--- src/rtl/el_drv_pkg.sv ---
package el_drv_pkg;

    localparam int NUM_ELC_TAPS = 4;
    localparam int TAP_SEL_W    = $clog2(NUM_ELC_TAPS);
    localparam int CODE_W       = 2;
    localparam int PHASE_W      = 2;
    localparam int PRE_W        = 3;

    typedef struct packed {
        logic                 elp_sys;
        logic [CODE_W-1:0]    elp_div;
        logic [CODE_W-1:0]    elp_duty;
        logic [TAP_SEL_W-1:0] elc_tap;
        logic [CODE_W-1:0]    elc_duty;
    } el_cfg_t;

    localparam int CFG_W = $bits(el_cfg_t);

    typedef enum logic [2:0] {
        ST_IDLE,
        ST_ARM,
        ST_LEAD,
        ST_RUN,
        ST_DRAIN
    } el_state_t;

    // last phase index of a period: code 11 -> 0 (1 tick), 00 -> 3 (4 ticks)
    function automatic logic [PHASE_W-1:0] duty_last(input logic [CODE_W-1:0] code);
        return PHASE_W'(2'd3 - code);
    endfunction

    // last prescale count: /1, /2, /4, /8
    function automatic logic [PRE_W-1:0] div_last(input logic [CODE_W-1:0] code);
        logic [PRE_W:0] span;
        span = (PRE_W+1)'(1) << code;
        return PRE_W'(span - 1'b1);
    endfunction

endpackage

--- src/rtl/el_edge_tick.sv ---
module el_edge_tick #(
    parameter int N_TAPS = 4,
    parameter int SEL_W  = 2,
    parameter bit BYPASS = 1'b0
) (
    input  logic              clk,
    input  logic              rst,
    input  logic [N_TAPS-1:0] taps,
    input  logic [SEL_W-1:0]  sel,
    input  logic              every_clk,
    output logic              tick
);
    logic [N_TAPS-1:0] taps_q;
    logic [N_TAPS-1:0] rises;

    for (genvar g = 0; g < N_TAPS; g++) begin : g_edge
        always_ff @(posedge clk) begin
            if (rst) taps_q[g] <= 1'b0;
            else     taps_q[g] <= taps[g];
        end
        assign rises[g] = taps[g] & ~taps_q[g];
    end

    if (BYPASS) begin : g_bypass
        assign tick = every_clk | rises[sel];
    end else begin : g_plain
        logic unused_every;
        assign unused_every = every_clk;
        assign tick = rises[sel];
    end
endmodule

--- src/rtl/el_rate_div.sv ---
module el_rate_div #(
    parameter int CNT_W = 3
) (
    input  logic             clk,
    input  logic             rst,
    input  logic             en,
    input  logic             tick_in,
    input  logic [CNT_W-1:0] last,
    output logic             tick_out
);
    logic [CNT_W-1:0] cnt_q;

    always_ff @(posedge clk) begin
        if (rst || !en) begin
            cnt_q <= '0;
        end else if (tick_in) begin
            cnt_q <= (cnt_q == last) ? '0 : cnt_q + 1'b1;
        end
    end

    assign tick_out = en && tick_in && (cnt_q == last);
endmodule

--- src/rtl/el_duty_gen.sv ---
module el_duty_gen #(
    parameter int PH_W = 2
) (
    input  logic            clk,
    input  logic            rst,
    input  logic            en,
    input  logic            tick,
    input  logic [PH_W-1:0] last,
    output logic            pulse
);
    logic [PH_W-1:0] phase_q;

    always_ff @(posedge clk) begin
        if (rst || !en) begin
            phase_q <= '0;
        end else if (tick) begin
            phase_q <= (phase_q == last) ? '0 : phase_q + 1'b1;
        end
    end

    assign pulse = en && (phase_q == '0);
endmodule

--- src/rtl/el_seq.sv ---
module el_seq
    import el_drv_pkg::*;
(
    input  logic                    clk,
    input  logic                    rst,
    input  logic                    ph0_tap,
    input  logic [NUM_ELC_TAPS-1:0] elc_taps,
    input  logic                    cfg_wr,
    input  logic [CFG_W-1:0]        cfg_word,
    input  logic                    light_on,
    input  logic                    light_off,
    output logic                    elc,
    output logic                    elp,
    output logic                    busy
);
    el_cfg_t   cfg_q;
    el_state_t state_q;
    logic      elc_en_q;
    logic      elp_en_q;

    logic      elc_tick;
    logic      elc_hi_end;
    logic      elp_src_tick;
    logic      elp_rate_tick;

    // configuration is frozen while a sequence is in progress
    always_ff @(posedge clk) begin
        if (rst) begin
            cfg_q <= '0;
        end else if (cfg_wr && state_q == ST_IDLE) begin
            cfg_q <= el_cfg_t'(cfg_word);
        end
    end

    // charge clock path
    el_edge_tick #(
        .N_TAPS (NUM_ELC_TAPS),
        .SEL_W  (TAP_SEL_W),
        .BYPASS (1'b0)
    ) u_elc_tick (
        .clk       (clk),
        .rst       (rst),
        .taps      (elc_taps),
        .sel       (cfg_q.elc_tap),
        .every_clk (1'b0),
        .tick      (elc_tick)
    );

    el_duty_gen #(.PH_W(PHASE_W)) u_elc_duty (
        .clk   (clk),
        .rst   (rst),
        .en    (elc_en_q),
        .tick  (elc_tick),
        .last  (duty_last(cfg_q.elc_duty)),
        .pulse (elc)
    );

    // a high phase ends at the rate tick seen while the output is high
    assign elc_hi_end = elc && elc_tick;

    // pump clock path
    el_edge_tick #(
        .N_TAPS (1),
        .SEL_W  (1),
        .BYPASS (1'b1)
    ) u_elp_tick (
        .clk       (clk),
        .rst       (rst),
        .taps      (ph0_tap),
        .sel       (1'b0),
        .every_clk (cfg_q.elp_sys),
        .tick      (elp_src_tick)
    );

    el_rate_div #(.CNT_W(PRE_W)) u_elp_div (
        .clk      (clk),
        .rst      (rst),
        .en       (elp_en_q),
        .tick_in  (elp_src_tick),
        .last     (div_last(cfg_q.elp_div)),
        .tick_out (elp_rate_tick)
    );

    el_duty_gen #(.PH_W(PHASE_W)) u_elp_duty (
        .clk   (clk),
        .rst   (rst),
        .en    (elp_en_q),
        .tick  (elp_rate_tick),
        .last  (duty_last(cfg_q.elp_duty)),
        .pulse (elp)
    );

    // start / stop sequencing
    always_ff @(posedge clk) begin
        if (rst) begin
            state_q  <= ST_IDLE;
            elc_en_q <= 1'b0;
            elp_en_q <= 1'b0;
        end else begin
            unique case (state_q)
                ST_IDLE: begin
                    if (light_on) state_q <= ST_ARM;
                end
                ST_ARM: begin
                    if (light_off) begin
                        state_q <= ST_IDLE;
                    end else if (elc_tick) begin
                        state_q  <= ST_LEAD;
                        elc_en_q <= 1'b1;
                    end
                end
                ST_LEAD: begin
                    if (elc_hi_end && light_off) begin
                        state_q  <= ST_IDLE;
                        elc_en_q <= 1'b0;
                    end else if (elc_hi_end) begin
                        state_q  <= ST_RUN;
                        elp_en_q <= 1'b1;
                    end else if (light_off) begin
                        state_q <= ST_DRAIN;
                    end
                end
                ST_RUN: begin
                    if (light_off && elc_hi_end) begin
                        state_q  <= ST_IDLE;
                        elc_en_q <= 1'b0;
                        elp_en_q <= 1'b0;
                    end else if (light_off) begin
                        state_q <= ST_DRAIN;
                    end
                end
                ST_DRAIN: begin
                    if (elc_hi_end) begin
                        state_q  <= ST_IDLE;
                        elc_en_q <= 1'b0;
                        elp_en_q <= 1'b0;
                    end
                end
                default: begin
                    state_q  <= ST_IDLE;
                    elc_en_q <= 1'b0;
                    elp_en_q <= 1'b0;
                end
            endcase
        end
    end

    assign busy = (state_q != ST_IDLE);
endmodule

--- config.mk ---
export PLATFORM = sky130hd
export DESIGN_NAME = el_seq
export DESIGN_NICKNAME = d
export VERILOG_FILES = /design/src/rtl/el_drv_pkg.sv /design/src/rtl/el_edge_tick.sv /design/src/rtl/el_rate_div.sv /design/src/rtl/el_duty_gen.sv /design/src/rtl/el_seq.sv
export SDC_FILE = /design/constraint.sdc
export NUM_CORES = 1
export LEC_CHECK = 0
export ABC_AREA = 1
export CAP_MARGIN = 30
export CORE_MARGIN = 1
export CORE_UTILIZATION = 45
export DETAILED_ROUTE_END_ITERATION = 10
export DONT_BUFFER_PORTS = 1
export PLACE_DENSITY_LB_ADDON = 0.2
export SLEW_MARGIN = 20
export SYNTH_ARGS = -nofsm -noshare
export SYNTH_HDL_FRONTEND = slang
export SYNTH_SLANG_ARGS = --single-unit
--- constraint.sdc ---
create_clock -name clk -period 3.1 [get_ports clk]
set_clock_uncertainty 0.1 [all_clocks]
set_input_delay 0.155 -clock clk [delete_from_list [all_inputs] [get_ports clk]]
set_output_delay 0.155 -clock clk [all_outputs]
set_load 0.05 [all_outputs]
==> summary.md <==
| Metric | Value |
|---|---|
| End-of-flow core utilization | 0.566 |
| Pin count of the biggest net entering global routing | 16 |
| Count of final hold-check violations | 0 |
| Max rail drop VDD | between 0.3 and 0.4 mV |
| RSZ-0062 raised after global routing | false |
| DIE AREA | between 0.003 and 0.004 mm^2 |
| Number of max-slew violations in the final report | 0 |
| ANT cells | 0 |
| Fraction of layout cells with a size suffix above 1 | 0.0728 |
| Capture instance of the worst register-to-register path | state_q[0] |
| Post-synthesis sequential area ratio | 0.405 |
| Run status | finished, final reports clean |
| Buffers inserted during post-CTS setup optimization | 0 |
| Clock root buffer | clkbuf_4 |
| Multi-input gate area in the final layout | 617 um^2 |
| Final routed DRC violation total | 0 |
| Period utilisation layout | 0.747 |
| CTS Buf Count | 3 |
| Required time at the endpoint of the critical path | roughly 3.3 ns |
| Data arrival time of the critical path | 2.51 ns |
| Flop and latch count out of synthesis | 26 |
| Final routed wire length divided by cell count | 11.3 um |
| Upper clock frequency limit | 432 MHz |
| Count of different cell masters after synthesis | 25 |
| Count of endpoints failing setup in the final report | 0 |
| Worst Hold Depth | 4 |
| Min-delay src | light_on |
| Mapped Nets | 208 |
| End of the worst hold path | state_q[1] |
| Count of cells resized by post-cts repair | 0 |
| Std cell rows | 19 |
| Estimated wirelength of the detail-placed design | roughly 1.8 mm |
| Relative area change from synthesis to final layout | 20.4% |
| Leakage power | 0.000718 uW |
| Number of warnings printed during yosys synthesis | 0 |
| Least-Margin Pin Slew | 0.508 ns |
| Vias/cell | 4.89 |
| Worst min path class | input pin to flop |
| Final weighted congestion in routability-driven placement | 0.908 |
| Cell Area, Synth | between 0.001 and 0.0015 mm^2 |
| Initial cell density of the core | 0.470 |
| Number of hold-repair buffers added at the cts stage | 18 |
| MaxCap Viol Count | 0 |
| Die extent in y | 55.4 um |
| Final net count | around 230 |
| Clock tree from TritonCTS | done |
| Std-Cell Core Area | 0.00273 mm^2 |
| Depth of the most critical reg-to-reg path | 11 |
| Mean post-synth cell area | 6.91 um^2 |
| Number of antenna violations at the first check in global routing | 0 |
| IO Pins | 22 |
| Clock latency of the later-clocked register in the worst-skew pair | 0.33 ns |
| Number of cells produced by synthesis | 186 |
| Worst slew margin relative to its limit | 0.661 |
| Total wirelength of the detailed-routed design | 2.68 mm |
| Leftover overflow at the end of global routing | 0 |
| Pwr Density | 506 mW/mm^2 |
| Router iterations before antenna repair | 4 |
| CP startpoint kind | flop |
| Setup slack on the worst flop-to-flop path | 0.78 ns |
| Crit Path Category | flop to flop |
| Total area of sequential cells | 520 um^2 |
| Reg clk slew, reported paths | 0.15 ns |
| Reg-to-reg startpoint | u_elc_duty.phase_q[0] |
| IO buf count | 0 |
| Clk sinks | 26 |
| Antenna Violating Nets Remaining | 0 |
| Fin crit period | 2.32 ns |
| # fillers | ~270 |
| CP max FO | 6 |
| Detailed router's first-iteration violation count | 96 |
| Routed vias | 1160 |
| Critical Path Sink Type | flop |
| First-pass GRT wire length | 4.80 mm |
| Width of the die | between 50 and 60 um |
| Clk buf depth | 2 |
| Total track usage | 0.199 |
| Via count of the first global-routing pass | 1100 |
| Setup TNS after final layout | 0 ns |
| H-tree level count | 1 |
stage by stage:
| step | hold WS [ns] | area, um^2 | total power (uW) | worst slack [ns] | instances |
|---|---|---|---|---|---|
| final | 0.0133 | 1550 | 783 | 0.784 | 237 |
| after global routing | 0.0273 | 1550 | 825 | 0.598 | 237 |
| after CTS | 0.0146 | 1550 | 785 | 0.789 | 237 |
| after detailed placement | 0.128 | 1320 | 530 | 1.31 | 215 |
| after global placement | 0.129 | 1320 | 526 | 1.36 | 215 |
| after floorplan | 0.162 | 1280 | 507 | 1.43 | 186 |
where the power goes:
part / switching [uW] / internal, uW
clock: 104 / 131
sequential: 16.1 / 358
combinational: 112 / 61.8
state kept, by name (all words and copies together) (netlist names):
name                count
cfg_q                   9
elc_en_q                1
elp_en_q                1
state_q                 3
u_elc_duty.phase_q      2
u_elc_tick.taps_q       4
u_elp_div.cnt_q         3
u_elp_duty.phase_q      2
u_elp_tick.taps_q       1
worst max-delay path: stages, from the launching register on:
cell and delay (ns):
dfxtp_1 0.34, inv_1 0.11, ha_1 0.16, nand2_1 0.05, inv_1 0.38, nand3_4 0.17, nand2_4 0.11, nand2_1 0.06
nor2_2 0.09, nand2_1 0.05, a21oi_1 0.11, dlygate4sd3_1 0.56
metal layers:
| metal | track usage | wire [um] | vias to the layer above |
|---|---|---|---|
| li1 | - | - | 622 |
| met1 | 0.267 | 1360 | 515 |
| met2 | 0.312 | 1200 | 18 |
| met3 | 0.0328 | 66 | 5 |
| met4 | 0.0964 | 51 | 0 |
| met5 | 0 | 0 | - |
cells in the mapped netlist, drive strengths merged:
cell | instances | share of area
ha | 3 | 0.029
dfxtp | 26 | 0.41
buf | 1 | 0.0039
xnor2 | 1 | 0.0068
a211oi | 2 | 0.012
nand3 | 15 | 0.076
o21a | 1 | 0.0058
xor2 | 4 | 0.027
nor2 | 28 | 0.086
nor3 | 2 | 0.0078
inv | 35 | 0.10
nand4 | 1 | 0.0049
clkbuf | 1 | 0.0029
a21oi | 16 | 0.062
nand3b | 1 | 0.0058
o21ai | 12 | 0.047
clkinv | 2 | 0.0058
nand2 | 35 | 0.11
worst max path at each step:
stage,from,end,depth (start not counted)
6_report,u_elc_duty.phase_q[0],state_q[0],11
5_1_grt,u_elc_duty.phase_q[0],state_q[0],11
4_1_cts,u_elc_duty.phase_q[0],state_q[0],11
3_5_place_dp,u_elc_duty.phase_q[0],state_q[2],8
3_3_place_gp,u_elc_duty.phase_q[0],elp_en_q,9
2_1_floorplan,u_elc_duty.phase_q[0],state_q[2],8
cells in the final DEF, fill, tap and decap left out, types with 3 or more instances in the layout:
cell type and count:
ha_1 3, o21ai_0 7, xor2_1 4, nor2_1 26, a21oi_1 16, inv_1 31
dlygate4sd3_1 18, nand3_1 12, o21ai_1 5, nand2_1 33, clkbuf_4 3, dfxtp_1 26
inv_2 4
final cells by class:
class	count	share of cell area
clock buffer	3	0.0146
clock inverter	1	0.0194
inverter	37	0.0897
multi-input combinational	121	0.399
sequential	26	0.336
tap	31	0.0251
timing repair buffer	18	0.116
kinds of logic (layout without fill, tap and decap cells):
group           Yosys count  count (layout)  share of synthesized area
compound gates           31              31                      0.127
xor+xnor                  5               5                     0.0341
fa+ha+maj                 3               3                     0.0292
buf+inv                  39              59                      0.115
flops                    26              26                      0.405
simple gates             82              82                      0.290
No activity file was read; power rests on OpenSTA's default activity.
